[src/rtl/sgm_pkg.sv]
// Shared offsets, control bit positions and the operation code used by the
// single-wire gauge master. Assumes byte offsets on a 5-bit address.
package sgm_pkg;
    localparam logic [4:0] OFS_REV   = 5'h00;
    localparam logic [4:0] OFS_TXD   = 5'h04;
    localparam logic [4:0] OFS_RXD   = 5'h08;
    localparam logic [4:0] OFS_CTRL  = 5'h0C;
    localparam logic [4:0] OFS_IRQS  = 5'h10;
    localparam logic [4:0] OFS_SCFG  = 5'h14;
    localparam logic [4:0] OFS_SSTAT = 5'h18;

    localparam int CB_MODE  = 0;
    localparam int CB_DIR   = 1;
    localparam int CB_INIT  = 2;
    localparam int CB_GO    = 4;
    localparam int CB_CLKEN = 5;
    localparam int CB_INTEN = 6;

    localparam int SB_BREAK = 0;
    localparam int SB_RECV  = 1;
    localparam int SB_SEND  = 2;

    typedef enum logic [1:0] {OP_NONE, OP_BREAK, OP_SEND, OP_RECV} sgm_op_e;
endpackage

[src/rtl/sgm_sync.sv]
// Multi-stage synchronizer for the sensed wire level.
// Assumes the wire idles high; the reset value reflects that.
module sgm_sync #(
    parameter int STAGES = 2
) (
    input  logic clk,
    input  logic rst_n,
    input  logic d,
    output logic q
);
    logic [STAGES-1:0] chain;

    // shift the sampled level through the flop chain
    always_ff @(posedge clk) begin
        if (!rst_n) chain <= '1;
        else        chain <= {chain[STAGES-2:0], d};
    end

    assign q = chain[STAGES-1];
endmodule

[src/rtl/sgm_seq.sv]
// Line sequencer: break pulse, byte transmit and byte receive on the wire.
// Assumes start arrives only while idle and line_lvl is already synchronized.
// done is a one-cycle pulse in the cycle after the last clock of an operation.
module sgm_seq
    import sgm_pkg::*;
#(
    parameter int DATA_W    = 8,
    parameter int T_LOW1    = 4,
    parameter int T_LOW0    = 12,
    parameter int T_CYCLE   = 20,
    parameter int T_BREAK   = 40,
    parameter int T_RECOVER = 10,
    parameter int T_SAMPLE  = 8
) (
    input  logic              clk,
    input  logic              rst_n,
    input  logic              abort,
    input  logic              start,
    input  sgm_op_e           op,
    input  logic [DATA_W-1:0] tx_byte,
    input  logic              line_lvl,
    output logic              busy,
    output logic              done,
    output sgm_op_e           done_op,
    output logic [DATA_W-1:0] rx_byte,
    output logic              line_oe
);
    localparam int M1   = (T_CYCLE > T_BREAK) ? T_CYCLE : T_BREAK;
    localparam int M2   = (T_RECOVER > T_SAMPLE) ? T_RECOVER : T_SAMPLE;
    localparam int MAXT = (M1 > M2) ? M1 : M2;
    localparam int CW   = $clog2(MAXT + 1);
    localparam int BW   = (DATA_W > 1) ? $clog2(DATA_W) : 1;

    typedef enum logic [2:0] {
        S_IDLE, S_BRK_LOW, S_BRK_REC, S_TX_SLOT, S_RX_WAIT, S_RX_SAMP, S_RX_REL
    } seq_st_e;

    seq_st_e           state;
    logic [CW-1:0]     cnt;
    logic [BW-1:0]     bitn;
    logic [DATA_W-1:0] shreg;
    logic              lvl_q;
    logic              last_bit;

    assign last_bit = (bitn == BW'(DATA_W - 1));

    // walk the operation state machine and its slot counter
    always_ff @(posedge clk) begin
        if (!rst_n || abort) begin
            state   <= S_IDLE;
            cnt     <= '0;
            bitn    <= '0;
            shreg   <= '0;
            lvl_q   <= 1'b1;
            done    <= 1'b0;
            done_op <= OP_NONE;
        end else begin
            done  <= 1'b0;
            lvl_q <= line_lvl;
            unique case (state)
                S_IDLE: if (start) begin
                    cnt  <= '0;
                    bitn <= '0;
                    unique case (op)
                        OP_BREAK: state <= S_BRK_LOW;
                        OP_SEND:  begin shreg <= tx_byte; state <= S_TX_SLOT; end
                        OP_RECV:  begin shreg <= '0;      state <= S_RX_WAIT; end
                        default:  state <= S_IDLE;
                    endcase
                end
                S_BRK_LOW: begin
                    if (cnt == CW'(T_BREAK - 1)) begin cnt <= '0; state <= S_BRK_REC; end
                    else cnt <= cnt + 1'b1;
                end
                S_BRK_REC: begin
                    if (cnt == CW'(T_RECOVER - 1)) begin
                        state <= S_IDLE; done <= 1'b1; done_op <= OP_BREAK;
                    end else cnt <= cnt + 1'b1;
                end
                S_TX_SLOT: begin
                    if (cnt == CW'(T_CYCLE - 1)) begin
                        cnt   <= '0;
                        shreg <= shreg >> 1;
                        if (last_bit) begin
                            state <= S_IDLE; done <= 1'b1; done_op <= OP_SEND;
                        end else bitn <= bitn + 1'b1;
                    end else cnt <= cnt + 1'b1;
                end
                S_RX_WAIT: if (lvl_q && !line_lvl) begin
                    cnt   <= '0;
                    state <= S_RX_SAMP;
                end
                S_RX_SAMP: begin
                    if (cnt == CW'(T_SAMPLE - 1)) begin
                        shreg <= {line_lvl, shreg[DATA_W-1:1]};
                        state <= S_RX_REL;
                    end else cnt <= cnt + 1'b1;
                end
                S_RX_REL: if (line_lvl) begin
                    if (last_bit) begin
                        state <= S_IDLE; done <= 1'b1; done_op <= OP_RECV;
                    end else begin
                        bitn  <= bitn + 1'b1;
                        state <= S_RX_WAIT;
                    end
                end
                default: state <= S_IDLE;
            endcase
        end
    end

    // pull the wire low during a break or the low part of a transmit slot
    always_comb begin
        unique case (state)
            S_BRK_LOW: line_oe = 1'b1;
            S_TX_SLOT: line_oe = (cnt < (shreg[0] ? CW'(T_LOW1) : CW'(T_LOW0)));
            default:   line_oe = 1'b0;
        endcase
    end

    assign busy    = (state != S_IDLE);
    assign rx_byte = shreg;
endmodule

[src/rtl/sgm_regs.sv]
// Register file: control with self-clearing GO/INIT, read-to-clear status,
// soft reset with a reset-done countdown, and registered read data.
// Assumes single-cycle read and write strobes that never overlap.
module sgm_regs
    import sgm_pkg::*;
#(
    parameter int         DATA_W     = 8,
    parameter int         RST_CYCLES = 4,
    parameter logic [3:0] REV_MAJOR  = 4'h2,
    parameter logic [3:0] REV_MINOR  = 4'h1
) (
    input  logic              clk,
    input  logic              rst_n,
    input  logic [4:0]        bus_addr,
    input  logic              bus_wr,
    input  logic              bus_rd,
    input  logic [31:0]       bus_wdata,
    output logic [31:0]       bus_rdata,
    input  logic              seq_done,
    input  sgm_op_e           seq_done_op,
    input  logic [DATA_W-1:0] seq_rx_byte,
    output logic              start,
    output sgm_op_e           start_op,
    output logic [DATA_W-1:0] tx_byte,
    output logic              soft_pulse,
    output logic              go_bit,
    output logic [2:0]        irq_stat,
    output logic              reset_done,
    output logic              irq
);
    localparam int RCW = $clog2(RST_CYCLES + 1);

    logic              mode_q, dir_q, init_q, clken_q, inten_q, autoidle_q;
    logic [DATA_W-1:0] rxd_q;
    logic [RCW-1:0]    rst_cnt;
    logic              wr_ctrl;
    logic [2:0]        set_bits;

    assign wr_ctrl    = bus_wr && (bus_addr == OFS_CTRL);
    assign soft_pulse = bus_wr && (bus_addr == OFS_SCFG) && bus_wdata[1];
    assign start      = wr_ctrl && !go_bit && bus_wdata[CB_GO] && bus_wdata[CB_CLKEN];
    assign start_op   = bus_wdata[CB_INIT] ? OP_BREAK :
                        (bus_wdata[CB_DIR] ? OP_RECV : OP_SEND);

    // map the finished operation to its completion flag
    always_comb begin
        set_bits = 3'b000;
        if (seq_done) begin
            unique case (seq_done_op)
                OP_BREAK: set_bits[SB_BREAK] = 1'b1;
                OP_RECV:  set_bits[SB_RECV]  = 1'b1;
                OP_SEND:  set_bits[SB_SEND]  = 1'b1;
                default:  set_bits = 3'b000;
            endcase
        end
    end

    // hold control, data, status and configuration state
    always_ff @(posedge clk) begin
        if (!rst_n || soft_pulse) begin
            {mode_q, dir_q, init_q, go_bit, clken_q, inten_q} <= '0;
            autoidle_q <= 1'b0;
            tx_byte    <= '0;
            rxd_q      <= '0;
            irq_stat   <= '0;
            rst_cnt    <= RCW'(RST_CYCLES);
        end else begin
            if (rst_cnt != '0) rst_cnt <= rst_cnt - 1'b1;
            if (bus_wr && bus_addr == OFS_TXD)  tx_byte    <= bus_wdata[DATA_W-1:0];
            if (bus_wr && bus_addr == OFS_SCFG) autoidle_q <= bus_wdata[0];
            if (wr_ctrl && !go_bit) begin
                mode_q  <= bus_wdata[CB_MODE];
                dir_q   <= bus_wdata[CB_DIR];
                init_q  <= bus_wdata[CB_INIT];
                clken_q <= bus_wdata[CB_CLKEN];
                inten_q <= bus_wdata[CB_INTEN];
                go_bit  <= start;
            end
            if (seq_done) begin
                go_bit <= 1'b0;
                init_q <= 1'b0;
            end
            if (seq_done && seq_done_op == OP_RECV) rxd_q <= seq_rx_byte;
            irq_stat <= ((bus_rd && bus_addr == OFS_IRQS) ? 3'b000 : irq_stat) | set_bits;
        end
    end

    // capture read data one cycle after the strobe
    always_ff @(posedge clk) begin
        if (!rst_n) bus_rdata <= '0;
        else if (bus_rd) begin
            unique case (bus_addr)
                OFS_REV:   bus_rdata <= {24'b0, REV_MAJOR, REV_MINOR};
                OFS_TXD:   bus_rdata <= 32'(tx_byte);
                OFS_RXD:   bus_rdata <= 32'(rxd_q);
                OFS_CTRL:  bus_rdata <= {25'b0, inten_q, clken_q, go_bit, 1'b0, init_q, dir_q, mode_q};
                OFS_IRQS:  bus_rdata <= {29'b0, irq_stat};
                OFS_SCFG:  bus_rdata <= {31'b0, autoidle_q};
                OFS_SSTAT: bus_rdata <= {31'b0, reset_done};
                default:   bus_rdata <= '0;
            endcase
        end
    end

    assign reset_done = (rst_cnt == '0);
    assign irq        = inten_q && (irq_stat != 3'b000);
endmodule

[src/rtl/sw_gauge_master.sv]
// Top of the single-wire gauge bus master: register file, line synchronizer
// and line sequencer. Assumes an external pull-up keeps the wire high when
// line_oe is 0.
module sw_gauge_master
    import sgm_pkg::*;
#(
    parameter int         DATA_W     = 8,
    parameter int         SYNC_STG   = 2,
    parameter int         RST_CYCLES = 4,
    parameter logic [3:0] REV_MAJOR  = 4'h2,
    parameter logic [3:0] REV_MINOR  = 4'h1,
    parameter int         T_LOW1     = 4,
    parameter int         T_LOW0     = 12,
    parameter int         T_CYCLE    = 20,
    parameter int         T_BREAK    = 40,
    parameter int         T_RECOVER  = 10,
    parameter int         T_SAMPLE   = 8
) (
    input  logic        clk,
    input  logic        rst_n,
    input  logic [4:0]  bus_addr,
    input  logic        bus_wr,
    input  logic        bus_rd,
    input  logic [31:0] bus_wdata,
    output logic [31:0] bus_rdata,
    input  logic        line_in,
    output logic        line_oe,
    output logic        irq
);
    logic              line_lvl, start, soft_pulse, go_bit, reset_done;
    logic              seq_busy, seq_done;
    sgm_op_e           start_op, seq_done_op;
    logic [DATA_W-1:0] tx_byte, seq_rx_byte;
    logic [2:0]        irq_stat;

    sgm_sync #(.STAGES(SYNC_STG)) u_sync (
        .clk(clk), .rst_n(rst_n), .d(line_in), .q(line_lvl)
    );

    sgm_regs #(
        .DATA_W(DATA_W), .RST_CYCLES(RST_CYCLES),
        .REV_MAJOR(REV_MAJOR), .REV_MINOR(REV_MINOR)
    ) u_regs (
        .clk(clk), .rst_n(rst_n), .bus_addr(bus_addr), .bus_wr(bus_wr),
        .bus_rd(bus_rd), .bus_wdata(bus_wdata), .bus_rdata(bus_rdata),
        .seq_done(seq_done), .seq_done_op(seq_done_op), .seq_rx_byte(seq_rx_byte),
        .start(start), .start_op(start_op), .tx_byte(tx_byte),
        .soft_pulse(soft_pulse), .go_bit(go_bit), .irq_stat(irq_stat),
        .reset_done(reset_done), .irq(irq)
    );

    sgm_seq #(
        .DATA_W(DATA_W), .T_LOW1(T_LOW1), .T_LOW0(T_LOW0), .T_CYCLE(T_CYCLE),
        .T_BREAK(T_BREAK), .T_RECOVER(T_RECOVER), .T_SAMPLE(T_SAMPLE)
    ) u_seq (
        .clk(clk), .rst_n(rst_n), .abort(soft_pulse), .start(start),
        .op(start_op), .tx_byte(tx_byte), .line_lvl(line_lvl),
        .busy(seq_busy), .done(seq_done), .done_op(seq_done_op),
        .rx_byte(seq_rx_byte), .line_oe(line_oe)
    );
endmodule

[config.mk]
export PLATFORM = sky130hd
export DESIGN_NAME = sw_gauge_master
export DESIGN_NICKNAME = d
export VERILOG_FILES = /design/src/rtl/sgm_pkg.sv /design/src/rtl/sgm_sync.sv /design/src/rtl/sgm_seq.sv /design/src/rtl/sgm_regs.sv /design/src/rtl/sw_gauge_master.sv
export SDC_FILE = /design/constraint.sdc
export NUM_CORES = 1
export LEC_CHECK = 0
export ABC_CLOCK_PERIOD_IN_PS = 1800
export BUFFER_PORTS_ARGS = -buffer_cell sky130_fd_sc_hd__buf_2
export CAP_MARGIN = 30
export CORE_MARGIN = 1.5
export CORE_UTILIZATION = 49
export DETAILED_ROUTE_END_ITERATION = 10
export PLACE_DENSITY = 0.76
export SLEW_MARGIN = 20
export SYNTH_ARGS = -nofsm -noshare
export SYNTH_HDL_FRONTEND = slang
export SYNTH_SLANG_ARGS = --single-unit
[constraint.sdc]
create_clock -name clk -period 1.8 [get_ports clk]
set_input_delay 0.18 -clock clk [delete_from_list [all_inputs] [get_ports clk]]
set_output_delay 0.18 -clock clk [all_outputs]
set_load 0.005 [all_outputs]
==> flow_summary.toml <==
[status]
status = "finished, violations left"
failed_checks = "setup timing"

[global_routing]
grt_overflow_total = 0
grt_pass1_wl_mm = 13.97
antenna_found_initial = 0
grt_max_degree = 18
grt_util_all_layers_pct = 23.69
grt_pass1_vias = 3008

[clocking]
clk_latency_ns = 0.34
cts_tree = "built"
cts_sinks = 63
clockBufferDepth = 2
numCtsBuffers = 9
cts_root_buf = "clkbuf_8"
htreeDepth = 3
path_clk_slew_ns = 0.07

[power]
p_leak_nw = 1.829
peakVddDrop_mv = 0.6648
power_mw = 4.675
p_per_area_nw_per_um2 = 1069

[worst_setup_path]
startpoint_type = "register"
crit_end = "u_seq.rx_byte[1]"
critPathKind = "reg2reg"
critPathTopFamily = "compound AO/OA/AOI/OAI gates"
r2r_slack_ns = -0.02
cp_slowest_stage_delay_ns = 0.36
startpoint = "u_seq.cnt[1]"
r2r_cells = 7
rr_endpoint = "u_seq.rx_byte[1]"
cp.required_ns = 2.04
end_kind = "register"
path_buf_inv = 2
crit_fanout = 8
cp.depth = 7
path_cells = "ha_4, and3b_1, a311oi_2, nor4_4, buf_4, clkbuf_16, a211oi_1"
cp.arrival_ns = 2.07
reg2reg_from = "u_seq.cnt[1]"
crit_slowest_cell = "dfxtp_4"

[place]
gp_congestion = 0.9642
place_hpwl_mm = 6.237
portBuffers = 27
pre_cts_slack_ns = -0.1038
dp.cells = 559

[routing]
via_per_inst = 5.512
wl_per_cell_um = 15.15
ant_nets = 0
drc_errors = 0
totalWireLength_mm = 8.846
drtIter0Drc = 267
vias = 3219
dr.pass1.iters = 4

[sta]
fin_crit_ns = 1.822
slew_viol_final = 0
finalHoldViolCount = 0
fin_crit_sh_pct = 101.2
worst_slack_ns = -0.02199
holdWs_ns = 0.01865
setup_viol = 1
rsz0062_at_grt = "true"
max_freq_mhz = 548.9
finalClockSkew_ns = 0.006455

[min_path]
hp-class = "in2reg"
holdCritStartpoint = "line_in"

[cells_and_area]
fill_cells = 580
layout_commonest_cell = "dfxtp_1"
antenna_cells = 0
layout-drive-gt1-share_pct = 28.69
final_cell_mix = "dfxtp_1, nand2_1, buf_4, nor2_1, a21oi_1"
seqCellArea_um2 = 1290
final_core_util_pct = 64.01
area_growth_pct = 25.09
final_net_count = 532
multi_input_area_um2 = 2112
fin_cells = 584

[floorplanning]
io_pins = 76
dieArea_um2 = 7650
num_rows = 30
start_util_pct = 51.17
core_um2 = 6832
die_w_um = 87.47
die_h_um = 87.47

[synth]
async_reset_ff_share_pct = 0
syn_area_um2 = 3496
ys.warnings.count = 0
synthFlopType = "dfxtp_1"
synth-edff-count = 0
seq_area_frac_synth_pct = 36.08
avgSynthCellArea_um2 = 8.323
synthCells = 420
synth_cell_types = 63
ys_seq_elements = 63

[job]
maxCapViolCount = 0
[kinds of logic after synthesis]
| kind of cell | Yosys count | synth area share (%) |
|---|---|---|
| other | 1 | 0.1073 |
| buffers and inverters | 61 | 10.06 |
| AOI/OAI and AO/OA | 95 | 18.72 |
| muxes | 24 | 6.872 |
| adders and majority gates | 7 | 2.505 |
| and+or+nand+nor | 168 | 25.41 |
| DFF | 63 | 36.08 |
| xor gates and xnor gates | 1 | 0.2506 |
[layer usage]
metal / GRT usage [%] / part of all wire [%]
met5: 0 / 0
met1: 30.94 / 45
met3: 2.370 / 5.6
met4: 12.70 / 2.7
met2: 38.46 / 47
[cell usage after synthesis (all sizes together) (2+ instances only)]
master	number	share of area [%]
o21a	4	0.86
nand2b	9	1.6
nor4	3	1.4
a21boi	3	0.64
o22ai	8	1.4
a21oi	30	4.3
and3	2	0.36
a22oi	7	1.5
mux2i	24	6.9
and4b	2	0.57
nand4	2	0.36
ha	7	2.5
clkbuf	6	0.64
nor2b	11	2.0
inv	16	1.7
nand2	51	5.5
a2111oi	2	0.50
a211oi	8	1.9
nand3b	3	0.64
nor2	36	3.9
and2	14	2.5
and3b	2	0.50
nor3	10	1.6
a21o	4	0.86
a22o	2	0.50
nand3	12	1.7
o211ai	2	0.43
o21ai	8	1.1
a32o	2	0.57
nor3b	3	1.1
a31oi	3	0.97
or3	5	0.89
buf	39	7.7
dfxtp	63	36
[worst min path at each step]
stage               slack [ns]  cells after the start               to
floorplan                 0.28                      1  u_sync.chain[0]
global placement          0.36                      2  u_sync.chain[0]
detailed placement        0.37                      2  u_sync.chain[0]
CTS                      0.008                      2  u_sync.chain[0]
global route              0.04                      2  u_sync.chain[0]
finish                    0.02                      2  u_sync.chain[0]
[registers in the layout (all words and copies together) (netlist names), 2 cells and up]
signal and count:
u_regs.tx_byte 8, u_regs.irq_stat 3, u_seq.cnt 6, u_regs.rst_cnt 3, u_sync.chain 2, u_regs.bus_rdata 8, u_seq.rx_byte 8, u_regs.rxd_q 8
u_seq.state 3, u_seq.bitn 3, u_seq.done_op 2
[layout make-up]
cell class              count  share of cell area (%)
multi-input cells         319                   48.30
flip-flops and latches     63                   29.50
repair buffers             74                   13.02
clock buffers               9                   2.833
well taps                  96                   2.747
clock inverters             7                   2.232
inverters                  16                   1.373
[worst register-to-register path: cells and delay by family (launching register included)]
| kind | cells | cell delay, ns |
|---|---|---|
| AO/OA/AOI/OAI | 2 | 0.59 |
| adder cells (fa/ha/maj) | 1 | 0.17 |
| buffers and inverters | 2 | 0.30 |
| flip-flops | 1 | 0.36 |
| AND/OR/NAND/NOR | 2 | 0.29 |
[stage by stage]
step | area, um2 | TNS [ns]
after floorplan | 3588 | 0
after global placement | 3879 | -0.3328
after detailed placement | 3879 | -0.8118
after CTS | 4168 | 0
after global routing | 4373 | -0.2301
final | 4373 | -0.02199
[what timing repair did]
item,in CTS,in global routing
gates resized for setup,14,47
gates cloned,0,1
pin swaps,2,6
hold buffers,0,0
setup endpoints to repair,15,22
buffers inserted,4,6
[where the power goes]
part           internal [mW]  total (mW)  switching, mW
sequential              1.51        1.63          0.118
clock                  0.780        1.36          0.578
combinational          0.874        1.69          0.818
(Power assumes the default switching activity.)
